$ cat config.mk
export PLATFORM = sky130hd
export DESIGN_NAME = dma4_seq
export DESIGN_NICKNAME = d
export VERILOG_FILES = /design/src/rtl/dma4_pkg.sv /design/src/rtl/dma4_chan.sv /design/src/rtl/dma4_status.sv /design/src/rtl/dma4_seqr.sv /design/src/rtl/dma4_seq.sv
export SDC_FILE = /design/constraint.sdc
export NUM_CORES = 1
export LEC_CHECK = 0
export ABC_AREA = 1
export BUFFER_PORTS_ARGS = -buffer_cell sky130_fd_sc_hd__buf_2
export CAP_MARGIN = 20
export CORE_AREA = 4 4 310 160
export DETAILED_ROUTE_END_ITERATION = 12
export DIE_AREA = 0 0 314 164
export PLACE_DENSITY = 0.64
export SLEW_MARGIN = 0
export SYNTH_ARGS = -nofsm -noshare
export SYNTH_HDL_FRONTEND = slang
export SYNTH_HIERARCHICAL = 1
export SYNTH_SLANG_ARGS = --single-unit
$ cat constraint.sdc
create_clock -name clk -period 2.75 [get_ports clk]
set_input_delay 0.4125 -clock clk [delete_from_list [all_inputs] [get_ports clk]]
set_output_delay 0.4125 -clock clk [all_outputs]
set_load 0.02 [all_outputs]
$ cat src/rtl/dma4_pkg.sv
package dma4_pkg;

  typedef enum logic [1:0] {
    XK_VERIFY  = 2'd0,
    XK_DEV2MEM = 2'd1,
    XK_MEM2DEV = 2'd2
  } xfer_kind_e;

  typedef enum logic [2:0] {
    S_IDLE,
    S_SCAN,
    S_DIN,
    S_MRD,
    S_MCAP,
    S_DOUT
  } seq_state_e;

  // Map a programmed kind code to the transfer performed
  function automatic xfer_kind_e kind_of(input logic [1:0] code);
    case (code)
      2'b00:   return XK_VERIFY;
      2'b01:   return XK_DEV2MEM;
      default: return XK_MEM2DEV;
    endcase
  endfunction

endpackage

$ cat src/rtl/dma4_chan.sv
module dma4_chan #(
  parameter int A_W  = 24,
  parameter int L_W  = 16,
  parameter int PG_W = 16
) (
  input  logic           clk,
  input  logic           rst_n,
  input  logic           load,
  input  logic [1:0]     ld_kind,
  input  logic           ld_dec,
  input  logic [A_W-1:0] ld_addr,
  input  logic [L_W-1:0] ld_len,
  input  logic           svc_begin,
  input  logic           adv,
  input  logic           wrap16,
  output logic [1:0]     kind_code,
  output logic           dec,
  output logic [A_W-1:0] addr,
  output logic [L_W-1:0] len,
  output logic           working,
  output logic           tc
);

  // Address after one transfer: whole register or low page only
  function automatic logic [A_W-1:0] step_addr(input logic [A_W-1:0] a,
                                               input logic down,
                                               input logic pg);
    logic [A_W-1:0]  full;
    logic [PG_W-1:0] low;
    full = down ? a - A_W'(1) : a + A_W'(1);
    low  = down ? a[PG_W-1:0] - PG_W'(1) : a[PG_W-1:0] + PG_W'(1);
    return pg ? {a[A_W-1:PG_W], low} : full;
  endfunction

  function automatic logic [L_W-1:0] dec_len(input logic [L_W-1:0] l);
    return l - L_W'(1);
  endfunction

  assign tc = svc_begin && (len == '0);

  always_ff @(posedge clk) begin
    if (!rst_n) begin
      kind_code <= '0;
      dec       <= 1'b0;
      addr      <= '0;
      len       <= '0;
      working   <= 1'b0;
    end else begin
      if (load && !working) begin
        kind_code <= ld_kind;
        dec       <= ld_dec;
        addr      <= ld_addr;
        len       <= ld_len;
        working   <= 1'b1;
      end else begin
        if (svc_begin) begin
          len <= dec_len(len);
          if (tc) working <= 1'b0;
        end
        if (adv) addr <= step_addr(addr, dec, wrap16);
      end
    end
  end

  // every visit takes one off the length
  p_len_dec_r3: assert property (@(posedge clk) disable iff (!rst_n)
    svc_begin |=> len == L_W'($past(len) - 1'b1));

  // page mode never touches the upper address bits
  p_page_hold_r6: assert property (@(posedge clk) disable iff (!rst_n)
    (adv && wrap16) |=> addr[A_W-1:PG_W] == $past(addr[A_W-1:PG_W]));

  // a load aimed at an armed channel leaves its address alone
  p_load_busy_r1: assert property (@(posedge clk) disable iff (!rst_n)
    (load && working && !adv) |=> addr == $past(addr));

endmodule

$ cat src/rtl/dma4_status.sv
module dma4_status #(
  parameter int NCH = 4
) (
  input  logic           clk,
  input  logic           rst_n,
  input  logic [NCH-1:0] set,
  input  logic           clr,
  output logic [NCH-1:0] stat
);

  always_ff @(posedge clk) begin
    if (!rst_n)   stat <= '0;
    else if (clr) stat <= set;
    else          stat <= stat | set;
  end

  // without a clear no bit is ever lost
  p_sticky_r9: assert property (@(posedge clk) disable iff (!rst_n)
    !clr |=> ((stat & $past(stat)) == $past(stat)));

endmodule

$ cat src/rtl/dma4_seqr.sv
module dma4_seqr
  import dma4_pkg::*;
#(
  parameter int NCH   = 4,
  parameter int D_W   = 8,
  parameter int IDX_W = 2
) (
  input  logic             clk,
  input  logic             rst_n,
  input  logic             step,
  input  logic [NCH-1:0]   working,
  input  xfer_kind_e       kind,
  input  logic [NCH-1:0]   dev_in_valid,
  input  logic [NCH-1:0]   dev_out_ready,
  input  logic [D_W-1:0]   mem_rdata,
  output logic [IDX_W-1:0] idx,
  output logic [NCH-1:0]   svc_begin,
  output logic [NCH-1:0]   adv_v,
  output logic             mem_re,
  output logic             mem_we,
  output logic [NCH-1:0]   dev_in_ready,
  output logic [NCH-1:0]   dev_out_valid,
  output logic [D_W-1:0]   hold,
  output logic             busy
);

  seq_state_e       state, state_n;
  logic [IDX_W-1:0] idx_n;
  logic [NCH-1:0]   sel;
  logic             in_done, out_done, adv, last;

  assign sel           = NCH'(1) << idx;
  assign last          = (idx == IDX_W'(NCH - 1));
  assign in_done       = (state == S_DIN)  && dev_in_valid[idx];
  assign out_done      = (state == S_DOUT) && dev_out_ready[idx];
  assign adv           = in_done || out_done;
  assign adv_v         = adv ? sel : '0;
  assign svc_begin     = ((state == S_SCAN) && working[idx]) ? sel : '0;
  assign dev_in_ready  = (state == S_DIN)  ? sel : '0;
  assign dev_out_valid = (state == S_DOUT) ? sel : '0;
  assign mem_we        = in_done && (kind == XK_DEV2MEM);
  assign mem_re        = (state == S_MRD);
  assign busy          = (state != S_IDLE);

  always_comb begin
    state_n = state;
    idx_n   = idx;
    case (state)
      S_IDLE: if (step) begin
        state_n = S_SCAN;
        idx_n   = '0;
      end
      S_SCAN: begin
        if (working[idx]) begin
          state_n = (kind == XK_MEM2DEV) ? S_MRD : S_DIN;
        end else if (last) begin
          state_n = S_IDLE;
        end else begin
          idx_n = idx + IDX_W'(1);
        end
      end
      S_MRD:  state_n = S_MCAP;
      S_MCAP: state_n = S_DOUT;
      S_DIN, S_DOUT: if (adv) begin
        if (last) state_n = S_IDLE;
        else begin
          state_n = S_SCAN;
          idx_n   = idx + IDX_W'(1);
        end
      end
      default: state_n = S_IDLE;
    endcase
  end

  always_ff @(posedge clk) begin
    if (!rst_n) begin
      state <= S_IDLE;
      idx   <= '0;
      hold  <= '0;
    end else begin
      state <= state_n;
      idx   <= idx_n;
      if (state == S_MCAP) hold <= mem_rdata;
    end
  end

  // at most one device-input request at a time
  p_ready_onehot_r8: assert property (@(posedge clk) disable iff (!rst_n)
    $onehot0(dev_in_ready));

  // a pass that has ended only restarts through a new step
  p_restart_r11: assert property (@(posedge clk) disable iff (!rst_n)
    (!busy && !step) |=> !busy);

endmodule

$ cat src/rtl/dma4_seq.sv
module dma4_seq
  import dma4_pkg::*;
#(
  parameter int NCH  = 4,
  parameter int A_W  = 24,
  parameter int L_W  = 16,
  parameter int D_W  = 8,
  parameter int PG_W = 16,
  localparam int IDX_W = (NCH > 1) ? $clog2(NCH) : 1
) (
  input  logic             clk,
  input  logic             rst_n,
  input  logic             cfg_we,
  input  logic [IDX_W-1:0] cfg_ch,
  input  logic [1:0]       cfg_kind,
  input  logic             cfg_dec,
  input  logic [A_W-1:0]   cfg_addr,
  input  logic [L_W-1:0]   cfg_len,
  input  logic             addr_wrap16,
  input  logic             step,
  output logic             busy,
  output logic [NCH-1:0]   working,
  output logic [NCH-1:0]   status,
  input  logic             status_clr,
  output logic [NCH-1:0]   eot,
  output logic [A_W-1:0]   mem_addr,
  output logic             mem_re,
  output logic             mem_we,
  output logic [D_W-1:0]   mem_wdata,
  input  logic [D_W-1:0]   mem_rdata,
  input  logic [NCH-1:0]   dev_in_valid,
  output logic [NCH-1:0]   dev_in_ready,
  input  logic [NCH*D_W-1:0] dev_in_data,
  output logic [NCH-1:0]   dev_out_valid,
  input  logic [NCH-1:0]   dev_out_ready,
  output logic [D_W-1:0]   dev_out_data
);

  logic [1:0]       kind_a [NCH];
  logic             dec_a  [NCH];
  logic [A_W-1:0]   addr_a [NCH];
  logic [L_W-1:0]   len_a  [NCH];
  logic [NCH-1:0]   svc_begin, adv_v, tc_v, load_v;
  logic [IDX_W-1:0] idx;
  xfer_kind_e       cur_kind;

  for (genvar i = 0; i < NCH; i++) begin : g_ch
    assign load_v[i] = cfg_we && (cfg_ch == IDX_W'(i));

    dma4_chan #(.A_W(A_W), .L_W(L_W), .PG_W(PG_W)) u_chan (
      .clk       (clk),
      .rst_n     (rst_n),
      .load      (load_v[i]),
      .ld_kind   (cfg_kind),
      .ld_dec    (cfg_dec),
      .ld_addr   (cfg_addr),
      .ld_len    (cfg_len),
      .svc_begin (svc_begin[i]),
      .adv       (adv_v[i]),
      .wrap16    (addr_wrap16),
      .kind_code (kind_a[i]),
      .dec       (dec_a[i]),
      .addr      (addr_a[i]),
      .len       (len_a[i]),
      .working   (working[i]),
      .tc        (tc_v[i])
    );

    // terminal visit disarms the channel and flags it
    p_eot_effect_r3: assert property (@(posedge clk) disable iff (!rst_n)
      eot[i] |=> (!working[i] && status[i]));
  end

  assign cur_kind  = kind_of(kind_a[idx]);
  assign mem_addr  = addr_a[idx];
  assign mem_wdata = dev_in_data[int'(idx)*D_W +: D_W];
  assign eot       = tc_v;

  dma4_seqr #(.NCH(NCH), .D_W(D_W), .IDX_W(IDX_W)) u_seqr (
    .clk           (clk),
    .rst_n         (rst_n),
    .step          (step),
    .working       (working),
    .kind          (cur_kind),
    .dev_in_valid  (dev_in_valid),
    .dev_out_ready (dev_out_ready),
    .mem_rdata     (mem_rdata),
    .idx           (idx),
    .svc_begin     (svc_begin),
    .adv_v         (adv_v),
    .mem_re        (mem_re),
    .mem_we        (mem_we),
    .dev_in_ready  (dev_in_ready),
    .dev_out_valid (dev_out_valid),
    .hold          (dev_out_data),
    .busy          (busy)
  );

  dma4_status #(.NCH(NCH)) u_status (
    .clk   (clk),
    .rst_n (rst_n),
    .set   (tc_v),
    .clr   (status_clr),
    .stat  (status)
  );

  // one channel terminates at a time
  p_eot_onehot_r3: assert property (@(posedge clk) disable iff (!rst_n)
    $onehot0(eot));

  // the shared memory port never reads and writes together
  p_mem_excl_r4: assert property (@(posedge clk) disable iff (!rst_n)
    !(mem_we && mem_re));

  // an unanswered device request is held on the same channel
  p_hold_stall_r8: assert property (@(posedge clk) disable iff (!rst_n)
    ((dev_in_ready != '0) && ((dev_in_ready & dev_in_valid) == '0))
      |=> dev_in_ready == $past(dev_in_ready));

  // read data reaches the device two cycles after the read strobe
  p_rd_lat_r10: assert property (@(posedge clk) disable iff (!rst_n)
    mem_re |-> ##2 (dev_out_valid != '0));

endmodule

Yosys cells after proc, flatten, opt, wreduce, memory -nomap -nowiden
Cells that the tools add are included.
- bits in registers: 193
- logic and storage cells: 198
- input bits: 99
- output and inout port bits: 63
- shifts and indexed selects: 2
- reductions and logical operators: 53
- multiplexer cells: 70
- order comparisons: 2
- equal/unequal tests: 20
- bitwise logic cells: 2
- $add $sub $neg: 21
- operator list (cell ; count):
    24-bit 2-to-1 mux ; 18
    16-bit 2-to-1 mux ; 12
    16-bit by 1-bit subtractor with 16-bit output (second input constant) ; 8
    24-bit by 1-bit adder with 24-bit output (second input constant) ; 4
    24-bit by 1-bit subtractor with 24-bit output (second input constant) ; 4
    16-bit by 1-bit adder with 16-bit output (second input constant) ; 4
    16-bit zero test ; 4
    24-bit binary-select mux with 2-bit select ; 1
    32-bit by 6-bit indexed part select with 8-bit output ; 1
    2-bit nonzero test ; 12
    4-bit 2-to-1 mux ; 5
    1-bit 2-to-1 mux ; 17
    1-bit logical AND ; 16
    2-bit AND reduction ; 8
    3-bit one-hot mux with 5 select lines ; 1
    2-bit 2-to-1 mux ; 6
    3-bit 2-to-1 mux ; 4
    2-bit by 1-bit != test with 1-bit output (second input constant) ; 5
    2-bit == test (second input constant) ; 4
    1-bit binary-select mux with 2-bit select ; 3
    2-bit by 1-bit == test with 1-bit output (second input constant) ; 3
    3-bit by 2-bit == test with 1-bit output (second input constant) ; 2
    3-bit == test (second input constant) ; 2
    2-bit one-hot mux with 3 select lines ; 1
    other kinds (19) ; 25

Depth between registers and ports, before layout
Gate-level depths: netlist (run 1).
- word-level depth: 10
- mapped depth: 16
- mapped depth without buffers: 14

By module
The synthesis (run 1) kept the hierarchy.
- modules (own cells, without submodules) (module ; cells each ; sequential area each (um^2) ; area each (um^2) ; times used):
    dma4_chan (g_ch[0].u_chan ...) ; 707 ; 880.8 ; 4072.7 ; 3
    dma4_chan (g_ch[3].u_chan) ; 717 ; 880.8 ; 4126.5 ; 1
    dma4_seq ; 244 ; 0.0 ; 1134.8 ; 1
    dma4_seqr ; 154 ; 260.2 ; 960.9 ; 1
    dma4_status ; 18 ; 80.1 ; 137.6 ; 1

Least setup slack after synthesis (run 1)
OpenSTA, ideal clock, no wires.
- path type: reg2out
- start: register u_seqr.idx[0]
- end: output eot[2]
- required time: 2.338 ns
- path buffers: 1
- path slack: 0.497 ns
- arrival time: 1.841 ns
- stages on the path, launching flop included: 8
- cells stage by stage: dfxtp_1 > buf_6 > nand2_1 > nand3_1 > nand3_2 > nor2_1 > inv_1 > nor3_1
- longest elaborated chain between the ends: 5
- elaborated cells between the ends (all ways): 6
- classes of those cells: shift: 1; mux: 3; reduce/logical: 2
- ends and longest elaborated chain (item ; RTL line ; text):
    start: declaration ; dma4_seqr.sv:16 ; output logic [IDX_W-1:0] idx,
    start signal: assignment ; dma4_seqr.sv:82 ; idx <= idx_n;
    1-bit binary-select mux with 2-bit select ; dma4_seqr.sv:38 ; assign svc_begin = ((state == S_SCAN) && working[idx]) ? sel : '0;
    1-bit 2-to-1 mux (implied by the code) ; dma4_seqr.sv:38 ;
    1-bit logical AND ; dma4_seqr.sv:38 ;
    4-bit 2-to-1 mux * ; dma4_seqr.sv:38 ;
    net svc_begin[2] ; dma4_seq.sv:43 ; logic [NCH-1:0] svc_begin, adv_v, tc_v, load_v;
    1-bit logical AND * ; dma4_chan.sv:39 ; assign tc = svc_begin && (len == '0);
    end: declaration ; dma4_seq.sv:25 ; output logic [NCH-1:0] eot,
The timed path passes the listed nets; every way through them passes the cells marked *. The select of a mux whose other input is x is not followed.

Final worst setup path (run 1)
- start: register u_seqr.idx[0]
- end: output mem_addr[12]
- longest elaborated chain between the ends: 4
- ends and longest elaborated chain (item ; RTL line ; text):
    2-bit NOT with 3-bit output (implied by the code) ; dma4_seq.sv:75 ; assign mem_addr = addr_a[idx];
    24-bit binary-select mux with 2-bit select ; dma4_seq.sv:75 ;
    24-bit 2-to-1 mux (implied by the code) (2 in series) ; dma4_seq.sv:75 ;
    end: declaration ; dma4_seq.sv:26 ; output logic [A_W-1:0] mem_addr,
No other way between the ends. The select of a mux whose other input is x is not followed.

==> flow_results.org, run 1 <==
** STA
- Setup violations remaining at the end of the flow were counted as 0.
- Fin crit share :: ~100%
- Slew at the pin with the worst max-slew slack :: about 1100 ps
- Setup slack on the critical path of the routed design comes to 21.2 ps.
- Max-slew headroom :: 28.0%
- Count of final max-slew check failures :: 0
- Setup repair after global routing could not meet its margin everywhere.
- Count of endpoints failing hold in the final timing report :: 0
- The tightest hold path in the finished design has a slack of 161 ps.
- Largest clock skew in the final design :: between 15 and 20 ps
- The worst path needs between 2000 and 3000 ps of the cycle, external delays included.
- Maximum clock frequency :: 366 MHz
- After routing, the total negative slack on setup checks comes to 0 ps.

** Clock tree
- In this run, CTS created clock tree buffers numbering 17.
- H-tree levels :: 4
- TritonCTS built the clock tree.
- Total clock sinks :: 193
- Clock Pin Slew Worst Setup and Hold Paths :: ~80 ps
- The clock passes through at most 2 buffers.
- Root Driver :: sky130_fd_sc_hd__clkbuf_16
- Latest clock arrival within the worst-skew pair :: 470 ps

** Placed design
- Worst slack after detailed placement :: about 130 ps
- Input and output buffers added on the ports amount to 161.
- Routability-driven placement finished with a final weighted congestion of 0.974.
- Half-perimeter wire length after placement :: approximately 57 mm
- Once placement finished, the instance area stood at 20000 µm².

** Yosys
- Number of instances in the synthesized netlist :: 3254
- Share of the synthesized area in the top cell type :: 20.8%
- Syn Nets :: approximately 3.5k
- Post-synthesis cell area :: 18600 µm²
- Yosys instantiated no cell more often than sky130_fd_sc_hd__nand2_1.
- Post-Syn Area per Cell :: roughly 5.7 µm²
- Yosys mapped the design onto between 40 and 50 distinct sky130hd cell types.
- Cell type with the highest aggregate area in the netlist :: sky130_fd_sc_hd__dfxtp_1
- After synthesis, the most frequently instantiated cells are sky130_fd_sc_hd__nand2_1 (949), sky130_fd_sc_hd__inv_1 (576), sky130_fd_sc_hd__nor2_1 (338).
- The synthesized design contains 0 enable-type register cells.
- Fraction of registers with async set/reset :: 0%
- Leading register cell type out of synthesis :: sky130_fd_sc_hd__dfxtp_1
- For this run, the number of Yosys warnings is 6.
- Number of synthesized register bits :: 193
- Leading cell types by total area after synthesis :: sky130_fd_sc_hd__dfxtp_1 (21%), sky130_fd_sc_hd__nand2_1 (19%), sky130_fd_sc_hd__inv_1 (12%)
- For this run, the register share of the synthesized area comes to 20.8%.

** Power and ir drop
- Of the total power, the share spent switching nets is 45.0%.
- Fraction of power consumed by the clock network :: 24.6%
- Registers are responsible for 31.6% of the overall power.
- VDD sags by at most 0.367 mV.
- Design internal power :: 5.83 mW
- Of the total power, combinational logic draws 43.8%.
- Dividing total power by cell area gives a power density of 508 nW/µm².
- Leakage :: around 11 nW
- In this run the power spent charging and discharging nets is around 4.8 mW.

** Worst setup path
- Data on the critical path is required at its endpoint by approximately 2300 ps.
- By instance count, the cell type seen most on the critical path is sky130_fd_sc_hd__o21ai_1.
- Delay-heaviest family, CP :: buffers and inverters
- In this run the number of cells on the critical path is 6.
- Together, buffers and inverters on the worst path number 4.
- Ordered cell list for the critical path :: buf_6 > inv_4 > clkbuf_8 > o21ai_1 > o21ai_1 > buf_2
- Register-to-Register Path Depth :: 14
- The critical path is of the reg2out type.
- Kind of start point of the critical path :: flip-flop
- Worst R2R Setup Slack :: 140 ps
- Master of the slowest instance on the critical path :: sky130_fd_sc_hd__o21ai_1
- In this run the worst path has a maximum fanout of 64.
- Endpoint arrival time on the critical path :: 2320 ps
- In this design, the stage delay of the slowest critical-path cell is 450 ps.
- STA classifies the critical path endpoint as a primary output.

** Detailed routing
- In this run, the number of DRC markers left after iteration 0 of detailed routing was 2269.
- Average wire per cell in the routed design :: 17.7 µm
- For this run, design rule violations remaining after detail routing come to 0.
- Total iterations of the first detailed-routing run :: 5
- After detailed routing, the number of vias per cell comes to 5.23.
- Routed Antenna Nets :: 0
- The routed layout has 21.2k vias.
- Total wire length after detailed routing :: 71.6 mm

** Min path
- Hold path depth :: 3
- In this run the worst hold path is classified as in2reg.

** Final layout
- Layout overhead on the synthesized area :: 12.4%
- Final nets :: 3599
- Once layout is done, the placed cells without fillers occupy 20900 µm².
- Layout cells sized above 1 :: 13.0%

** Global route
- Antenna violations before repair :: 9
- The first global-routing pass estimated 108 mm of wire.
- The via count of the first global-routing pass was 18.7k.
- Entering global routing, the biggest net connects 65 pins.
- Global Route Usage Sum :: a little over a quarter
- GRT overflow :: 0

** Die
- The die is 314 µm wide.
- Top-Level Pins :: 162
- Placement row count :: 56
- After floorplanning, the core was sized to cover 46500 µm².
- Initial Util :: between 30% and 40%
- The die covers 51500 µm².
- Chip height :: 164 µm

** Run
- Max capacitance violation total :: 0

** Status
- Result of the run :: finished, final reports clean
[path summary, 6_finish.rpt]
check                        start                      end
setup reg to reg   u_seqr/state[2]  g_ch[3].u_chan/addr[17]
hold / removal        mem_rdata[6]           u_seqr/hold[6]
hold reg to reg   u_status/stat[0]         u_status/stat[0]
setup / recovery     u_seqr/idx[0]             mem_addr[12]
[layout by cell type (no fill, tap or decap), drive strengths merged, types with 16 or more instances in the layout]
cell type	synthesis	layout
nor2	413	413
nand3	241	241
nand4	55	55
a31oi	16	16
inv	615	619
o211ai	26	26
clkbuf	26	19
buf	47	199
dfxtp	193	193
nand2	985	985
ha	96	96
o21ai	228	228
nor3	38	38
a21oi	157	157
or2	16	16
[layer usage]
| layer | vias to the layer above | share of wire, % | GRT usage (%) | wire length, µm |
|---|---|---|---|---|
| li1 | 10600 | - | - | - |
| met1 | 9608 | 46 | 39.0 | 33200 |
| met2 | 842 | 41 | 40.1 | 29400 |
| met3 | 128 | 10 | 6.32 | 7150 |
| met4 | 12 | 2.4 | 6.91 | 1700 |
| met5 | - | 0.096 | 0 | 69 |
[final cells by class]
class	count	area, µm²
fill	5099	25600
tap	638	798
clock inverter	14	170
sequential	193	3870
clock buffer	18	429
multi-input combinational	2372	12100
timing repair buffer	200	1150
antenna	2	5.00
inverter	616	2320
[what timing repair did]
item                                    4_1_cts  5_1_grt
setup buffers                                 2        5
pin swaps                                     5        9
gates resized for setup                      37       30
endpoints found under the setup margin       36       24
hold buffers                                  0        0
[sequential cells by signal, indices dropped and copies added, names as in the netlist]
| register | flops |
|---|---|
| g_ch.u_chan/len | 64 |
| g_ch.u_chan/kind_code | 8 |
| g_ch.u_chan/addr | 96 |
| u_status/stat | 4 |
| g_ch.u_chan/dec | 4 |
| u_seqr/state | 3 |
| g_ch.u_chan/working | 4 |
| u_seqr/idx | 2 |
| u_seqr/hold | 8 |
[cells by family after synthesis]
group / after synthesis / synth area share, %
and+or+nand+nor: 1772 / 42.0
buffers and inverters: 689 / 14.8
AOI/OAI and AO/OA: 479 / 14.5
DFF: 193 / 20.8
adders and majority gates: 100 / 6.90
xor gates and xnor gates: 21 / 0.990
[worst min-delay path: cells and delay by family]
family | cells | cell delay [ps]
buffers and inverters | 1 | 70
and+or+nand+nor | 2 | 110
[power by group through the flow]
stage          combinational, mW  sequential (mW)  clock [mW]
6_report                    4.64             3.35        2.61
5_1_grt                     5.07             3.38        2.76
4_1_cts                     4.53             3.34        2.66
3_5_place_dp                4.43             3.40           0
3_3_place_gp                4.44             3.40           0
2_1_floorplan               3.15             3.36           0
[through the flow]
stage	std cells	power, mW	utilization (%)
5_1_grt	4052	11.2	44.9
3_5_place_dp	4012	7.83	43.0
3_3_place_gp	4012	7.84	43.0
6_report	4053	10.6	44.9
2_1_floorplan	3254	6.51	-
4_1_cts	4046	10.5	44.6
(Power assumes the default switching activity.)
==> run 2, diff against run 1 <==
clock period = 2.52 ns   (was 2.75 ns; I/O delays follow)
==> run 2 against run 1 <==
Effect of this change: global-route usage shrank 0.18 points; clock skew rose by 4.4 ps; sequential cell count is the same; utilization up 0.67 points; via count hardly changed; die area unchanged; sequential power up 9.9%; wire length shrank 0.50%; clock-buffer cell count is 1 lower; largest cell class unchanged.
==> flow_results.org, run 2 (synthesis results as in run 1) <==
** Detailed routing
- The remaining antenna violation count after routing is 0 (unchanged).
- The number of detailed-route iterations in the first pass was 9 (+4).
- Total wire length after detailed routing :: 71.2 mm (-0.50%)
- Average wire per cell in the routed design :: 17.5 µm (-1.1%)
- The count of vias placed by the detailed router was 21.2k (-0.075%).
- The iteration-0 DRC count of the detailed router was 1992 (-12%).
- DRC violation count after routing :: 0 (unchanged)
- Post-DR vias/cell :: 5.19 (-0.71%)

** Clock tree
- The later-pin clock latency in the skew report came to 470 ps (about the same).
- CTS tree :: done
- The number of H-tree levels came to 4 (unchanged).
- The number of sinks on the clock net came to 193 (unchanged).
- The number of buffers inserted during clock tree synthesis is 17 (unchanged).
- The clock transition at the registers of the reported paths came to 80 ps (about the same).
- Root Driver :: sky130_fd_sc_hd__clkbuf_16
- The number of buffers between clock root and the deepest sink came to 2 (unchanged).
- Post-CTS Hold Fix Bufs :: 0 (unchanged)

** STA
- The total negative slack for setup checks was 0 ps (unchanged).
- The final max-slew violation count is 0 (unchanged).
- Max-slew headroom :: 33.7% (+5.7 points)
- Count of endpoints failing hold in the final timing report :: 0 (unchanged)
- Time the worst path needs with I/O delays and setup :: 2470 ps
- The slew at the pin closest to its max-slew limit came to 993 ps (-85.9 ps).
- Setup repair after global routing missed its margin :: yes
- Static timing analysis puts the maximum clock frequency at 405 MHz.
- The setup skew after layout came to 20.3 ps (+4.37 ps).
- Setup-failing EPs final :: 0 (unchanged)
- Fin crit share :: 97.9%
- Worst hold slack :: 138 ps (-22.8 ps)

** Worst setup path
- The most critical setup path has its endpoint at eot[1].
- The highest net fanout along the worst path is 9 (-86%).
- The slowest stage of the critical path is the sky130_fd_sc_hd__dfxtp_4 cell.
- Endpoint arrival time on the critical path :: 2090 ps (-230 ps)
- The worst setup path is launched from a flip-flop.
- The endpoint identified for the worst register-to-register timing path is g_ch[3].u_chan/addr[17].
- Tracing the worst setup path back leads to its startpoint at u_seqr/idx[0].
- Crit path largest cell delay :: 440 ps (about the same)
- The worst register-to-register path begins at u_seqr/state[2].
- The critical path required time was 2140 ps (-200 ps).
- Ordered cell list for the critical path :: buf_8 > ha_1 > inv_1 > nor2_2 > inv_1 > nor3_4 > buf_6
- The most numerous cell type found on the critical path is sky130_fd_sc_hd__inv_1.
- Register-to-Register Path Depth :: 12 (-2)
- Critical path capture point type :: primary output
- Worst R2R Setup Slack :: 180 ps (+40 ps)
- Type of the setup path with the least slack :: reg2out

** Final layout
- Number of flip-flops in the largest register :: 96 (unchanged)
- More flip-flops sit in one register than any other, and that register is g_ch.u_chan/addr.
- The fraction of layout instances using a drive strength above 1 was 14.1% (+1.1 points).
- Relative to the synthesized area, the layout overhead comes to 14.1%.
- In the layout the commonest cells are sky130_fd_sc_hd__nand2_1 (947), sky130_fd_sc_hd__inv_1 (569), sky130_fd_sc_hd__nor2_1 (330).
- Final nets :: 3627 (+0.78%)
- Top Registers :: g_ch.u_chan/addr x96, g_ch.u_chan/len x64
- The number of cells in the finished layout apart from fillers came to 4079 (+0.64%).
- Area of the multi-input gates :: 12200 µm² (+0.33%)
- Leaving out fill and tap cells, the most frequent cell in the layout is sky130_fd_sc_hd__nand2_1.
- Fillcell total :: 5094 (-0.098%)
- Storage element area :: 3870 µm² (+0.13%)
- Final standard cell area without fillers :: 21200 µm² (+1.5%)

** Placed design
- Placement Cell Area :: 20200 µm² (+1.1%)
- The count of input and output buffers was 161 (unchanged).
- Final weighted congestion in routability-driven placement :: 1.00 (+3.1%)
- The placed wire-length estimate was 57.5 mm (+0.79%).
- DP Cell Count :: 4033 (+0.52%)

** Global route
- The total congestion overflow after global routing was 0 (unchanged).
- The initial antenna violation count came to 6 (-3).
- Global Route Usage Sum :: 26.8% (-0.18 points)
- Vias in the first global route :: 18.6k (-0.39%)
- Global-route wire length before repair :: 108 mm (-0.12%)
- Maximum number of pins on one net before global-route repair :: 65 (unchanged)

** Power and ir drop
- Cell area power density :: 548 nW/µm² (+7.9%)
- The clock share of power was 23.4% (-1.2 points).
- Switching part of the total power :: 44.8% (-0.21 points)
- Share of total power in combinational logic :: 45.0% (+1.2 points)
- The post-layout total power came to 11.6 mW (+9.5%).
- Worst vdd ir :: 0.494 mV (+35%)
- The sequential fraction of design power came to 31.7% (about the same).
- The standby leakage power came to 11.1 nW (+1.5%).
- Power spent charging and discharging nets :: 5.21 mW (+9.0%)
- Design internal power :: 6.41 mW (+9.9%)

** Die
- The width of the die is 314 µm (unchanged).
- The starting density of the core came to 39.9% (unchanged).
- Top-Level Pins :: 162 (unchanged)
- The floorplan die area was 51500 µm² (unchanged).
- Placement row count :: 56 (unchanged)
- Chip height :: 164 µm (unchanged)
- The core area came to 46500 µm² (unchanged).

** Run
- The number of max-capacitance violations reported is 0 (unchanged).

** Min path
- The tightest min-delay check is of the in2reg type.

** Status
- The flow ran to the end, and the final reports show no timing, DRC or antenna violations.
## run 2: changes by cell type in the layout (fill, tap and decap cells not counted), sizes merged
cell / before / now
buf: 199 / 227
bufinv: 1 / 0
clkbuf: 19 / 18
clkinv: 7 / 9
clkinvlp: 3 / 1
diode: 2 / 1
inv: 619 / 620
## run 2: metal layers
layer / GRT usage [%] / vias to the layer above / routed length [µm]
li1: - / 10700 / -
met1: 39.9 / 9665 / 34200
met2: 40.1 / 754 / 29600
met3: 4.72 / 91 / 6020
met4: 5.62 / 4 / 1310
met5: 0 / - / 23
## run 2: per-stage QoR
| stage | util [%] | setup WS, ps |
|---|---|---|
| 2_1_floorplan | - | 273 |
| 3_3_place_gp | 43.5 | -15.0 |
| 3_5_place_dp | 43.5 | 1.56 |
| 4_1_cts | 45.2 | -9.72 |
| 5_1_grt | 45.6 | -69.3 |
| 6_report | 45.6 | 52.8 |
## run 2: worst min-delay path by stage
stage | from | to | slack, ps | cells after the start
finish | mem_rdata[2] | u_seqr/hold[2] | 140 | 3
global route | mem_rdata[1] | u_seqr/hold[1] | 130 | 3
CTS | mem_rdata[0] | u_seqr/hold[0] | 120 | 3
detailed placement | u_status/stat[2] | u_status/stat[2] | 450 | 2
global placement | u_status/stat[1] | u_status/stat[1] | 440 | 2
floorplan | g_ch[3].u_chan/len[13] | g_ch[3].u_chan/len[13] | 460 | 2
## run 2: area by class of cell
cell class                 count  area share, %
multi-input combinational   2372           57.4
sequential                   193           18.3
inverter                     616           11.0
timing repair buffer         228           6.84
tap                          638           3.77
clock buffer                  17           2.01
clock inverter                14          0.697
antenna                        1         0.0118
## run 2: power groups by stage
stage	registers, mW	clock network [mW]	logic [mW]
after floorplan	3.67	0	3.43
after global placement	3.71	0	4.87
after detailed placement	3.72	0	4.87
after CTS	3.66	2.77	5.03
after global routing	3.71	2.89	5.73
final	3.68	2.72	5.22
## run 2: timing repair
item                       4_1_cts  5_1_grt
setup buffers                    7        6
pin swaps                        8       12
gates cloned                     0        1
setup endpoints to repair       38       24
resized for setup               56       23
## run 2: critical path: cells and delay by family, from the launching register on
family	cells	cell delay (ps)
fa+ha+maj	1	160
buf+inv	4	600
flops	1	440
simple gates	2	430
==> run 3, diff against run 2 <==
CTS_BUF_LIST = sky130_fd_sc_hd__clkbuf_4   (was not set)
==> run 3 against run 2 <==
Effect of this change: the run now ends with negative setup slack left; worst setup slack lost 190 ps; critical path type unchanged; combinational power grew 30%; wire length grew 4.5%; hold slack lost 75 ps; maximum frequency shrank 7.1%; sequential share of layout area shrank 1.0 points; clock skew grew 24 ps; cell count grew 1.8%; largest power group unchanged.
==> flow_results.org, run 3 (synthesis results as in run 1) <==
** STA
- Setup repair after global routing missed its margin :: yes
- Fin crit share :: 105% (+7.5 points)
- Maximum clock frequency :: 376 MHz (-7.1%)
- The final hold violation count was 0 (unchanged).
- Worst hold slack :: 63.0 ps (-74.8 ps)
- The total setup violations reported at the end of the flow is 21 (+21).
- Final setup margin :: -137 ps (-190 ps)
- The slew at the pin closest to its max-slew limit was 1010 ps (+12.2 ps).
- The setup skew after layout came to 44.2 ps (+23.9 ps).
- The final max-slew violation count is 0 (unchanged).
- The tightest slew margin relative to the limit is 32.9% (-0.81 points).
- The total negative slack for setup checks is -931 ps (-931 ps).
- Time the worst path needs with I/O delays and setup :: 2660 ps (+190 ps)

** Die
- Die footprint :: 51500 µm² (unchanged)
- The width of the die was 314 µm (unchanged).
- The core area is 46500 µm² (unchanged).
- Chip height :: 164 µm (unchanged)
- Initial Util :: 39.9% (unchanged)
- The total number of placement rows is 56 (unchanged).
- Top-Level Pins :: 162 (unchanged)

** Detailed routing
- The remaining antenna violation count after routing came to 0 (unchanged).
- Total wire length after detailed routing :: 74.4 mm (+4.5%)
- Total iterations of the first detailed-routing run :: 5 (-4)
- Count of routing violations after the opening detailed-route iteration :: 2048 (+2.8%)
- Average wire per cell in the routed design :: 17.9 µm (+2.7%)
- Post-DR vias/cell :: 5.22 (+0.49%)
- DRC violation count after routing :: 0 (unchanged)
- Count of vias placed by the detailed router :: 21.7k (+2.3%)

** Worst setup path
- Kind of start point of the critical path :: flip-flop
- Critical path capture point type :: primary output
- The critical path required time is 2140 ps (about the same).
- The data arrival at the endpoint of the critical path is 2280 ps (+190 ps).
- Type of the setup path with the least slack :: reg2out
- Critical path peak fanout :: 2 (-7)

** Global route
- The global routing stage identified its most utilized layer as met2.
- Global Route Usage Sum :: 27.4% (+0.66 points)
- The global-route met3 utilization was 7.45% (+2.7 points).
- The total congestion overflow after global routing was 0 (unchanged).
- Met1 track demand over resource in global routing :: 39.3% (-0.56 points)
- The initial antenna violation count came to 6 (unchanged).
- The via count of the first global-routing pass is 19.0k (+2.4%).
- The maximum number of pins on one net before global-route repair was 38 (-42%).
- Global-route track usage on met2 :: 40.4% (+0.33 points)
- The wire length of the first global-routing pass came to 110 mm (+1.8%).

** Final layout
- Non-filler instance count after layout :: 4153 (+1.8%)
- Final standard cell area without fillers :: 22600 µm² (+6.4%)
- The fraction of layout instances using a drive strength above 1 came to 19.2% (+5.1 points).
- Number of flip-flops in the largest register :: 96 (unchanged)
- Top Registers :: g_ch.u_chan/addr x96, g_ch.u_chan/len x64
- The number of nets in the layout is 3701 (+2.0%).
- The library cell used most frequently in the layout, excluding fill and tap cells, is sky130_fd_sc_hd__nand2_1.
- Fillcell total :: 4942 (-3.0%)
- Layout overhead on the synthesized area :: 21.4%
- The register with the most flip-flops in the final layout is g_ch.u_chan/addr.
- Most used cells in the layout excluding fill and tap cells :: sky130_fd_sc_hd__nand2_1 (940), sky130_fd_sc_hd__inv_1 (562), sky130_fd_sc_hd__nor2_1 (275)

** Power and ir drop
- Worst vdd ir :: 0.346 mV (-30%)
- Leakage :: 11.6 nW (+4.5%)
- Cell area power density :: 542 nW/µm² (-1.1%)

** Clock tree
- Max clock buf depth :: 2 (unchanged)
- H-tree levels :: 4 (unchanged)
- Clock Pin Slew Worst Setup and Hold Paths :: 190 ps (+110 ps)
- The number of buffers inserted during clock tree synthesis is 17 (unchanged).
- TritonCTS built the clock tree.
- CTS placed an instance of sky130_fd_sc_hd__clkbuf_4 at the clock tree root.
- The number of sinks on the clock net is 193 (unchanged).
- The later-pin clock latency in the skew report is 670 ps (+200 ps).

** Placed design
- Half-perimeter wire length after placement :: 57.5 mm (unchanged)
- The cell count after placement came to 4033 (unchanged).
- Worst slack after detailed placement :: 1.56 ps (unchanged)
- Placement Cell Area :: 20200 µm² (unchanged)
- Final weighted congestion in routability-driven placement :: 1.00 (unchanged)
- The count of input and output buffers came to 161 (unchanged).

** Status
- Result of the run :: finished, violations left
- The final reports fail on negative setup slack.

** Min path
- The worst hold path belongs to the class in2reg.

** Run
- The number of max-capacitance violations reported is 0 (unchanged).
[run 3: changes by cell type in the layout (fill, tap and decap cells not counted), sizes merged]
cell / change
buf: +55
dlygate4sd3: +11
clkbuf: +4
clkinv: +4
bufbuf: +1
inv: -1
[run 3: metal layers]
| metal | vias up | routed length [µm] |
|---|---|---|
| met1 | 9957 | 34700 |
| met5 | - | 24 |
| li1 | 10800 | - |
| met3 | 126 | 7040 |
| met2 | 778 | 30800 |
| met4 | 4 | 1860 |
[run 3: timing repair]
| action | in CTS | in global routing |
|---|---|---|
| setup endpoints to repair | 45 | 60 |
| buffers inserted | 33 | 29 |
| endpoints found under the hold margin | 17 | 0 |
| pin swaps | 30 | 63 |
| hold buffers | 11 | 0 |
| resized for setup | 145 | 208 |
| cloned | 7 | 9 |
[run 3: cell type report]
cell class / count / area, µm² / share of cell area, %
Sequential cell: 193 / 3890 / 17.3
Timing Repair Buffer: 299 / 2440 / 10.8
Tap cell: 638 / 798 / 3.54
Clock inverter: 14 / 148 / 0.655
Multi-Input combinational cell: 2372 / 12800 / 56.6
Clock buffer: 17 / 128 / 0.566
Inverter: 616 / 2350 / 10.4
Antenna cell: 1 / 2.50 / 0.0111
Timing Repair inverter: 3 / 32.5 / 0.144
[run 3: final timing paths]
check,slack (ps),cells after the start,startpoint,to
worst max-delay path,-140,10,g_ch[0].u_chan/len[0],eot[0]
worst min-delay path,60,3,rst_n,g_ch[1].u_chan/addr[1]
worst max register to register,120,14,u_seqr/idx[0],g_ch[3].u_chan/addr[17]
worst min register to register,480,2,u_status/stat[2],u_status/stat[2]
[run 3: stage by stage]
stage / power, mW / utilization (%)
after floorplan: 7.10 / -
after global placement: 8.58 / 43.5
after detailed placement: 8.58 / 43.5
after CTS: 11.2 / 46.3
after global routing: 12.9 / 48.5
final: 12.2 / 48.5
[run 3: worst max-delay path, stage by stage (launching register included)]
cell	delay, ps
sky130_fd_sc_hd__dfxtp_2	370
sky130_fd_sc_hd__inv_4	60
sky130_fd_sc_hd__ha_4	140
sky130_fd_sc_hd__nand4_4	90
sky130_fd_sc_hd__nor2_4	110
sky130_fd_sc_hd__nand2_2	60
sky130_fd_sc_hd__nor3_2	210
sky130_fd_sc_hd__nand4_1	120
sky130_fd_sc_hd__nor3_2	190
sky130_fd_sc_hd__buf_4	160
sky130_fd_sc_hd__buf_6	110
[run 3: report_power, final]
group	switching (mW)	internal [mW]	leakage, nW
Combinational	4.09	2.70	9.84
Clock	1.29	0.439	0.147
Sequential	0.364	3.34	1.58
Total	5.75	6.48	11.6
